[config.mk]
export PLATFORM = sky130hd
export DESIGN_NAME = dual_slot_sched
export DESIGN_NICKNAME = d
export VERILOG_FILES = /design/src/rtl/sched_pkg.sv /design/src/rtl/ds_sync_edge.sv /design/src/rtl/ds_timebase.sv /design/src/rtl/ds_slot_plan.sv /design/src/rtl/dual_slot_sched.sv
export SDC_FILE = /design/constraint.sdc
export NUM_CORES = 1
export LEC_CHECK = 0
export BUFFER_PORTS_ARGS = -buffer_cell sky130_fd_sc_hd__buf_2
export CAP_MARGIN = 40
export CORE_AREA = 2 2 123 125
export DETAILED_ROUTE_END_ITERATION = 10
export DIE_AREA = 0 0 125 127
export PLACE_DENSITY = 0.62
export SLEW_MARGIN = 20
export SYNTH_ARGS = -nofsm -noshare
export SYNTH_HDL_FRONTEND = slang
export SYNTH_HIERARCHICAL = 1
export SYNTH_SLANG_ARGS = --single-unit
[constraint.sdc]
create_clock -name clk -period 6 [get_ports clk]
set_clock_uncertainty 0.15 [all_clocks]
set_input_delay 0.9 -clock clk [delete_from_list [all_inputs] [get_ports clk]]
set_output_delay 0.9 -clock clk [all_outputs]
set_load 0.01 [all_outputs]
[src/rtl/sched_pkg.sv]
package sched_pkg;

    typedef enum logic [2:0] {
        S_IDLE,
        S_A_LATCH,
        S_A_SEND,
        S_B_LATCH,
        S_B_SEND
    } sched_state_e;

    localparam logic [1:0] MODE_DOUBLE = 2'b01;
    localparam logic       SLOT_A      = 1'b0;
    localparam logic       SLOT_B      = 1'b1;

endpackage

[src/rtl/ds_sync_edge.sv]
module ds_sync_edge (
    input  logic clk,
    input  logic rst_n,
    input  logic sync_in,
    output logic rise
);
    logic sync_q;

    always_ff @(posedge clk or negedge rst_n) begin
        if (!rst_n) sync_q <= 1'b0;
        else        sync_q <= sync_in;
    end

    assign rise = sync_in & ~sync_q;

endmodule

[src/rtl/ds_timebase.sv]
module ds_timebase #(
    parameter int CNT_W    = 10,
    parameter int PRESCALE = 2
) (
    input  logic             clk,
    input  logic             rst_n,
    input  logic             start,
    input  logic             run,
    output logic [CNT_W-1:0] cnt,
    output logic             fresh,
    output logic             last
);
    localparam logic [CNT_W-1:0] CNT_MAX = {CNT_W{1'b1}};

    logic             wrap;
    logic [CNT_W-1:0] cnt_q;

    generate
        if (PRESCALE > 1) begin : g_pre
            localparam int PW = $clog2(PRESCALE);
            logic [PW-1:0] pre_q;

            always_ff @(posedge clk or negedge rst_n) begin
                if (!rst_n)     pre_q <= '0;
                else if (start) pre_q <= '0;
                else if (run)   pre_q <= wrap ? '0 : pre_q + PW'(1);
            end

            assign fresh = (pre_q == '0);
            assign wrap  = (pre_q == PW'(PRESCALE - 1));
        end else begin : g_nopre
            assign fresh = 1'b1;
            assign wrap  = 1'b1;
        end
    endgenerate

    always_ff @(posedge clk or negedge rst_n) begin
        if (!rst_n)                            cnt_q <= '0;
        else if (start)                        cnt_q <= '0;
        else if (run && wrap && cnt_q != CNT_MAX) cnt_q <= cnt_q + CNT_W'(1);
    end

    assign cnt  = cnt_q;
    assign last = run && wrap && (cnt_q == CNT_MAX);

    // a sync edge restarts the timebase at count 0, first tick
    p_restart_r2: assert property (@(posedge clk) disable iff (!rst_n)
        start |=> (cnt_q == '0) && fresh);

    // the count steps by exactly one per prescaled tick
    p_step_r2: assert property (@(posedge clk) disable iff (!rst_n)
        (run && !start && wrap && cnt_q != CNT_MAX) |=> (cnt_q == $past(cnt_q) + CNT_W'(1)));

endmodule

[src/rtl/ds_slot_plan.sv]
module ds_slot_plan #(
    parameter int CNT_W = 10,
    parameter int LEAD  = 3
) (
    input  logic [CNT_W-1:0] slot_a,
    input  logic [CNT_W-1:0] slot_b,
    input  logic [CNT_W-1:0] flen,
    input  logic             dbl,
    input  logic             lat_sel,
    output logic [CNT_W-1:0] a_lat,
    output logic [CNT_W-1:0] b_lat,
    output logic             conflict,
    output logic             b_enable
);
    localparam int EW = CNT_W + 2;

    logic [EW-1:0] a_e, b_e, f_e, lead_a, lead_b;

    always_comb begin
        a_e    = EW'(slot_a);
        b_e    = EW'(slot_b);
        f_e    = EW'(flen);
        lead_b = EW'(LEAD);
        lead_a = (dbl || !lat_sel) ? EW'(LEAD) : '0;
        a_lat  = (a_e >= lead_a) ? CNT_W'(a_e - lead_a) : '0;
        b_lat  = (b_e >= lead_b) ? CNT_W'(b_e - lead_b) : '0;
        conflict = (b_e <= a_e) || (b_e < a_e + f_e + lead_b);
        b_enable = dbl && !conflict;
    end

endmodule

[src/rtl/dual_slot_sched.sv]
module dual_slot_sched
    import sched_pkg::*;
#(
    parameter int CNT_W      = 10,
    parameter int DATA_W     = 16,
    parameter int PRESCALE   = 2,
    parameter int LAT_INTERP = 2,
    parameter int DATA_SETUP = 1
) (
    input  logic              clk,
    input  logic              rst_n,
    input  logic              sync_in,
    input  logic [1:0]        tx_mode,
    input  logic              lat_sel,
    input  logic [CNT_W-1:0]  slot_a_time,
    input  logic [CNT_W-1:0]  slot_b_time,
    input  logic [CNT_W-1:0]  frame_len,
    input  logic              init_phase,
    input  logic [DATA_W-1:0] init_word,
    input  logic [DATA_W-1:0] sample_in,
    input  logic              enc_ack,
    output logic              latch_stb,
    output logic              tx_start,
    output logic              tx_slot,
    output logic [DATA_W-1:0] tx_data,
    output logic              busy
);
    localparam int LEAD = LAT_INTERP + DATA_SETUP;

    sched_state_e state_q, state_d, after_a;

    logic              sync_rise, accept;
    logic [CNT_W-1:0]  tb_cnt;
    logic              tb_fresh, tb_last;

    logic [CNT_W-1:0]  cfg_a_q, cfg_b_q, cfg_flen_q;
    logic              cfg_dbl_q, cfg_lsel_q, cfg_init_q;
    logic [DATA_W-1:0] cfg_word_q;

    logic [CNT_W-1:0]  a_lat, b_lat;
    logic              b_conflict, b_enable;

    logic              a_lat_hit, a_tx_hit, b_lat_hit, b_tx_hit;
    logic              pend_q, hold_busy;
    logic              do_latch, do_tx, ev_slot;

    ds_sync_edge u_edge (
        .clk     (clk),
        .rst_n   (rst_n),
        .sync_in (sync_in),
        .rise    (sync_rise)
    );

    assign accept = sync_rise && (state_q == S_IDLE);

    ds_timebase #(.CNT_W(CNT_W), .PRESCALE(PRESCALE)) u_tb (
        .clk   (clk),
        .rst_n (rst_n),
        .start (accept),
        .run   (state_q != S_IDLE),
        .cnt   (tb_cnt),
        .fresh (tb_fresh),
        .last  (tb_last)
    );

    ds_slot_plan #(.CNT_W(CNT_W), .LEAD(LEAD)) u_plan (
        .slot_a   (cfg_a_q),
        .slot_b   (cfg_b_q),
        .flen     (cfg_flen_q),
        .dbl      (cfg_dbl_q),
        .lat_sel  (cfg_lsel_q),
        .a_lat    (a_lat),
        .b_lat    (b_lat),
        .conflict (b_conflict),
        .b_enable (b_enable)
    );

    // configuration snapshot at the accepted sync edge
    always_ff @(posedge clk or negedge rst_n) begin
        if (!rst_n) begin
            cfg_a_q    <= '0;
            cfg_b_q    <= '0;
            cfg_flen_q <= '0;
            cfg_dbl_q  <= 1'b0;
            cfg_lsel_q <= 1'b0;
            cfg_init_q <= 1'b0;
            cfg_word_q <= '0;
        end else if (accept) begin
            cfg_a_q    <= slot_a_time;
            cfg_b_q    <= slot_b_time;
            cfg_flen_q <= frame_len;
            cfg_dbl_q  <= (tx_mode == MODE_DOUBLE);
            cfg_lsel_q <= lat_sel;
            cfg_init_q <= init_phase;
            cfg_word_q <= init_word;
        end
    end

    assign a_lat_hit = tb_fresh && (tb_cnt == a_lat);
    assign a_tx_hit  = tb_fresh && (tb_cnt == cfg_a_q);
    assign b_lat_hit = tb_fresh && (tb_cnt == b_lat);
    assign b_tx_hit  = tb_fresh && (tb_cnt == cfg_b_q);
    assign hold_busy = pend_q && !enc_ack;
    assign after_a   = b_enable ? S_B_LATCH : S_IDLE;

    // next state and event decode
    always_comb begin
        state_d  = state_q;
        do_latch = 1'b0;
        do_tx    = 1'b0;
        ev_slot  = SLOT_A;
        unique case (state_q)
            S_IDLE: begin
                if (accept) state_d = S_A_LATCH;
            end
            S_A_LATCH: begin
                if (a_lat_hit) begin
                    if (hold_busy) begin
                        state_d = after_a;
                    end else begin
                        do_latch = 1'b1;
                        if (a_tx_hit) begin
                            do_tx   = 1'b1;
                            state_d = after_a;
                        end else begin
                            state_d = S_A_SEND;
                        end
                    end
                end
            end
            S_A_SEND: begin
                if (a_tx_hit) begin
                    do_tx   = 1'b1;
                    state_d = after_a;
                end
            end
            S_B_LATCH: begin
                ev_slot = SLOT_B;
                if (b_lat_hit) begin
                    if (hold_busy) begin
                        state_d = S_IDLE;
                    end else begin
                        do_latch = 1'b1;
                        if (b_tx_hit) begin
                            do_tx   = 1'b1;
                            state_d = S_IDLE;
                        end else begin
                            state_d = S_B_SEND;
                        end
                    end
                end
            end
            S_B_SEND: begin
                ev_slot = SLOT_B;
                if (b_tx_hit) begin
                    do_tx   = 1'b1;
                    state_d = S_IDLE;
                end
            end
            default: state_d = S_IDLE;
        endcase
        if (state_q != S_IDLE && tb_last && state_d == state_q)
            state_d = S_IDLE;
    end

    // state register
    always_ff @(posedge clk or negedge rst_n) begin
        if (!rst_n) state_q <= S_IDLE;
        else        state_q <= state_d;
    end

    // outputs
    always_ff @(posedge clk or negedge rst_n) begin
        if (!rst_n) begin
            latch_stb <= 1'b0;
            tx_start  <= 1'b0;
            tx_slot   <= SLOT_A;
            tx_data   <= '0;
            pend_q    <= 1'b0;
        end else begin
            latch_stb <= do_latch;
            tx_start  <= do_tx;
            if (do_latch) begin
                tx_slot <= ev_slot;
                tx_data <= cfg_init_q ? cfg_word_q : sample_in;
                pend_q  <= 1'b1;
            end else if (enc_ack) begin
                pend_q  <= 1'b0;
            end
        end
    end

    assign busy = (state_q != S_IDLE);

    // slot B is only ever sent in double-rate mode
    p_single_only_a_r4: assert property (@(posedge clk) disable iff (!rst_n)
        (tx_start && tx_slot == SLOT_B) |-> cfg_dbl_q);

    // a conflicting slot B is never captured or sent
    p_conflict_no_b_r7: assert property (@(posedge clk) disable iff (!rst_n)
        ((tx_start || latch_stb) && tx_slot == SLOT_B) |-> !b_conflict);

    // held word is stable until the encoder acknowledges it
    p_hold_word_r8: assert property (@(posedge clk) disable iff (!rst_n)
        (pend_q && !enc_ack) |=> $stable(tx_data));

    // a run only begins on a sync rising edge
    p_start_on_edge_r9: assert property (@(posedge clk) disable iff (!rst_n)
        $rose(busy) |-> $past(sync_rise));

endmodule

==> results.toml, run 1 <==
[power]
swShare_pct = 46.78
p_seq_share_pct = 27.3
p_leak_uw = 0.003355
p_int_uw = 2287
p_clk_share_pct = 14.5
p_per_area_nw_per_um2 = 625.8
p_switching_uw = 2010
comb_power_share_pct = 58.2
irDropWorstVdd_mv = 0.3088

[synthesis]
yosysWarnings = 6
syn_area_sq_um = 5877
synth_cells = 656
syn_avg_cell_area_sq_um = 8.959
synth.net_count = 762

[drt]
wl_per_cell_um = 16.27
viasPerCell = 5.368
drt_first_pass_iters = 5
drt-total-wl_mm = 15.17
ant_nets = 0
route.detailed.drc = 0
vias = 5003
drtIter0Drc = 300

[final_layout]
final_core_util_pct = 47.61
layout_common_cells = "165 x nand2_1, 88 x buf_2, 84 x dfrtp_1"
nNetsFinal = 849
area_growth_syn_to_layout_pct = 16.86
diodes = 0
drive_gt1_share_pct = 22.46
layout_commonest_cell = "nand2_1"

[place]
hpwl_mm = 11.28
gp_congestion = 0.8663
io_buffer_count = 89
post-place-ws_ns = 1.054

[clock_tree]
worst_skew_pair.late_latency_ns = 0.35
cts_setup_buffers = 0
ctsRootBufferMaster = "clkbuf_16"
cts-buffers-inserted = 9
clk_pin_slew_ns = 0.07
cts.sinks = 84
cts_tree = "done"
clockBufferDepth = 2
h-tree-depth = 3
cts_hold_buf = 0
ctsResizeCount = 0

[floorplan]
ios = 90
die_x_um = 125
die-area_sq_um = 15880
die_h_um = 127
core_sq_um = 14420
start_util_pct = 40.74
row_count = 44

[timing]
slew-limit-headroom_pct = 46.08
fmax_mhz = 200.5
worst_slack_ns = 1.012
period_share_pct = 83.13
slew_violations = 0
period_needed_ns = 4.988
setup_tns_ns = 0
setup_viol = 0
worst_slew_pin_slew_ns = 0.8026
hold_viol_final = 0
rsz0062_at_grt = "false"

[global_route]
grt_pass1_wl_mm = 25.12
globalRouteTotalUtil_pct = 19.47
antenna_found_initial = 0
grt_max_degree = 59
grt_pass1_vias = 5002
grt_overflow = 0

[worst_setup_path]
path_class = "reg2reg"
crit_fanout = 5
cp.arrival_ns = 5.09
critPathLaunchType = "register"
required_ns = 6.11
end_kind = "register"

[flow_run]
drv_cap = 0

[run_status]
status = "finished, final reports clean"

[worst_hold_path]
hold_class = "in2async"
## state kept, by name, indices dropped and copies added (netlist names), 3 cells and up
register / flops
cfg_word_q: 16
cfg_flen_q: 10
cfg_a_q: 10
u_tb/cnt: 10
state_q: 3
tx_data: 16
cfg_b_q: 10
## final cells by class
cell class / count / area [sq um]
Inverter: 29 / 108.9
Fill cell: 1402 / 7556
Clock inverter: 7 / 106.4
Timing Repair Buffer: 95 / 520.5
Clock buffer: 9 / 225.2
Sequential cell: 84 / 2102
Multi-Input combinational cell: 524 / 3575
Tap cell: 184 / 230.2
## final timing paths
check / startpoint / endpoint / slack [ns] / cells after the start
worst max register to register: cfg_a_q[0] / state_q[0] / 1.01 / 19
worst max-delay path: cfg_a_q[0] / state_q[0] / 1.01 / 19
worst min-delay path: rst_n / cfg_a_q[7] / 0.32 / 1
max in group asynchronous: rst_n / cfg_a_q[6] / 4.60 / 3
min in group clk: cfg_word_q[6] / cfg_word_q[6] / 0.32 / 2
worst min register to register: cfg_word_q[6] / cfg_word_q[6] / 0.32 / 2
## stage by stage
step,std cells,total power (uW),hold WS [ns],instance area [sq um]
final,932,4298,0.3213,6868
after global routing,932,4698,0.3411,6868
after CTS,930,4293,0.3240,6825
after detailed placement,914,3650,0.3081,6494
after global placement,914,3547,0.3053,6494
after floorplan,656,3049,0.2901,5877
## routing by layer
metal	part of all wire [%]	global-route usage, %
met5	0	0
met4	1.0	6.405
met3	4.7	3.518
met2	49	32.07
met1	46	26.13
## worst max-delay path, cell delays in order, from the launching register on
cell and delay [ns]:
dfrtp_1 0.43, ha_1 0.26, fa_1 0.41, a21o_1 0.22, a21oi_1 0.18, xnor2_1 0.17
nor4b_2 0.44, nand2_1 0.13, xor2_1 0.17, ha_1 0.29, and3_1 0.17, a221oi_1 0.08
a2bb2oi_1 0.15, a211oi_1 0.33, o2111ai_1 0.18, mux2i_1 0.26, inv_1 0.12, or3_1 0.37
a21o_1 0.19, a32oi_1 0.21
## power by group through the flow
| stage | Sequential, uW | Combinational [uW] | Clock [uW] |
|---|---|---|---|
| 2_1_floorplan | 1010 | 2040 | 0 |
| 3_3_place_gp | 1170 | 2370 | 0 |
| 3_5_place_dp | 1190 | 2460 | 0 |
| 4_1_cts | 1180 | 2480 | 634 |
| 5_1_grt | 1220 | 2820 | 661 |
| 6_report | 1170 | 2500 | 622 |
No activity file was read; power rests on OpenSTA's default activity.
==> run 2, diff against run 1 <==
==> constraint.sdc (replaced) <==
create_clock -name clk -period 4.7 [get_ports clk]
set_clock_uncertainty 0.15 [all_clocks]
set_input_delay 0.705 -clock clk [delete_from_list [all_inputs] [get_ports clk]]
set_output_delay 0.705 -clock clk [all_outputs]
set_load 0.01 [all_outputs]
==> run 2 against run 1 <==
Power is 35% higher. Clock power grew 16%. Global-route usage decreased by 0.48 points. Sequential cell count unchanged. Maximum frequency rose by 11%. Cell count increased by 1.8%. Combinational power grew 46%. Via count is essentially flat. Critical endpoint unchanged. Largest power group unchanged.
==> results.toml, run 2 (same netlist as run 1, synthesis figures left out) <==
[clock_tree]
ctsRootBufferMaster = "clkbuf_16"
worst_skew_pair.late_latency_ns = 0.34
clockBufferDepth = 2
h-tree-depth = 3
clk_pin_slew_ns = 0.06
cts.sinks = 84
cts-buffers-inserted = 9
cts_tree = "done"

[global_route]
grt_max_degree = 51
globalRouteTotalUtil_pct = 19.00
grt_pass1_wl_mm = 24.53
grt_pass1_vias = 4969
grt_overflow = 0
antenna_found_initial = 0

[flow_run]
drv_cap = 0

[floorplan]
die-area_sq_um = 15880
start_util_pct = 40.74
row_count = 44
die_x_um = 125
core_sq_um = 14420
ios = 90
die_h_um = 127

[final_layout]
nNetsFinal = 866
drive_gt1_share_pct = 25.88
top_regs = "cfg_word_q (16), tx_data (16)"
layout_commonest_cell = "nand2_1"
diodes = 0
seqCellArea_sq_um = 2102
fillers = 1400
area_growth_syn_to_layout_pct = 19.89
multiInputGateArea_sq_um = 3681
layout_common_cells = "165 x nand2_1, 88 x buf_2, 84 x dfrtp_1"

[timing]
period_needed_ns = 4.480
setup_tns_ns = 0
slew_violations = 0
whs_ns = 0.1760
period_share_pct = 95.31
worst_slack_ns = 0.2202
setup_viol = 0
hold_viol_final = 0
worst_slew_pin_slew_ns = 0.7491
slew-limit-headroom_pct = 49.65
fmax_mhz = 223.2

[place]
gp_congestion = 0.8671
io_buffer_count = 89
hpwl_mm = 10.91
post-place-ws_ns = -0.05295

[drt]
drtIter0Drc = 296
drt-total-wl_mm = 14.83
route.detailed.drc = 0
wl_per_cell_um = 15.63
viasPerCell = 5.267
ant_nets = 0
drt_first_pass_iters = 5
vias = 4998

[worst_setup_path]
cp.arrival_ns = 4.59
reg2reg_slack_ns = 0.22
critPathLaunchType = "register"
crit_fanout = 5
required_ns = 4.81
end_kind = "register"
path_class = "reg2reg"

[power]
p_per_area_nw_per_um2 = 823.8
p_leak_uw = 0.003436
irDropWorstVdd_mv = 0.4662

[run_status]
status = "finished, final reports clean"

[worst_hold_path]
hold_class = "in2async"
==> run 2: cell type report <==
type / count / share of cell area, %
Clock buffer: 12 / 3.498
Inverter: 29 / 1.545
Multi-Input combinational cell: 524 / 52.25
Timing Repair Buffer: 112 / 8.808
Sequential cell: 84 / 29.83
Clock inverter: 4 / 0.7991
Tap cell: 184 / 3.268
==> run 2: routing by layer <==
metal	wire length, um	global-route usage [%]
met3	497	3.434
met1	7013	25.61
met4	230	5.882
met5	0	0
met2	7091	31.33
==> run 2: worst max-delay path: stages, from the launching register on <==
cell	delay, ns
dfrtp_1	0.41
ha_1	0.34
a211oi_4	0.26
nor2_1	0.10
xnor2_2	0.20
nor4_2	0.29
buf_4	0.16
nand3_1	0.10
xnor2_1	0.17
ha_1	0.33
and3_4	0.20
a221oi_2	0.06
a2bb2oi_2	0.14
a211oi_2	0.25
o2111ai_1	0.14
mux2i_1	0.26
inv_1	0.13
or3_1	0.32
a21o_1	0.18
a32oi_1	0.19
==> run 2: report_power, final <==
part           switching, uW  internal, uW
Sequential               437           995
Combinational           1920          1730
Clock                    289           430
==> run 2: final timing paths <==
kind	start	end	cells after the start
worst min register to register	cfg_word_q[3]	cfg_word_q[3]	2
max in group asynchronous	rst_n	cfg_word_q[13]	2
worst max register to register	cfg_a_q[1]	state_q[0]	19
min in group clk	cfg_word_q[3]	cfg_word_q[3]	2
worst min-delay path	rst_n	u_tb/cnt[2]	1
worst max-delay path	cfg_a_q[1]	state_q[0]	19
==> run 2: what timing repair did <==
action / CTS / global route
endpoints found under the setup margin: 3 / 3
gates cloned: 0 / 0
pin swaps: 1 / 14
setup buffers: 0 / 4
hold buffers: 0 / 0
resized for setup: 2 / 17
==> run 2: stage by stage <==
stage          utilization [%]  std cells  total power (uW)  instance area [sq um]
2_1_floorplan                -        656              3892                   5877
3_3_place_gp             45.80        929              4655                   6606
3_5_place_dp             45.84        929              4765                   6613
4_1_cts                  47.99        945              5528                   6922
5_1_grt                  48.85        949              6351                   7046
6_report                 48.85        949              5804                   7046
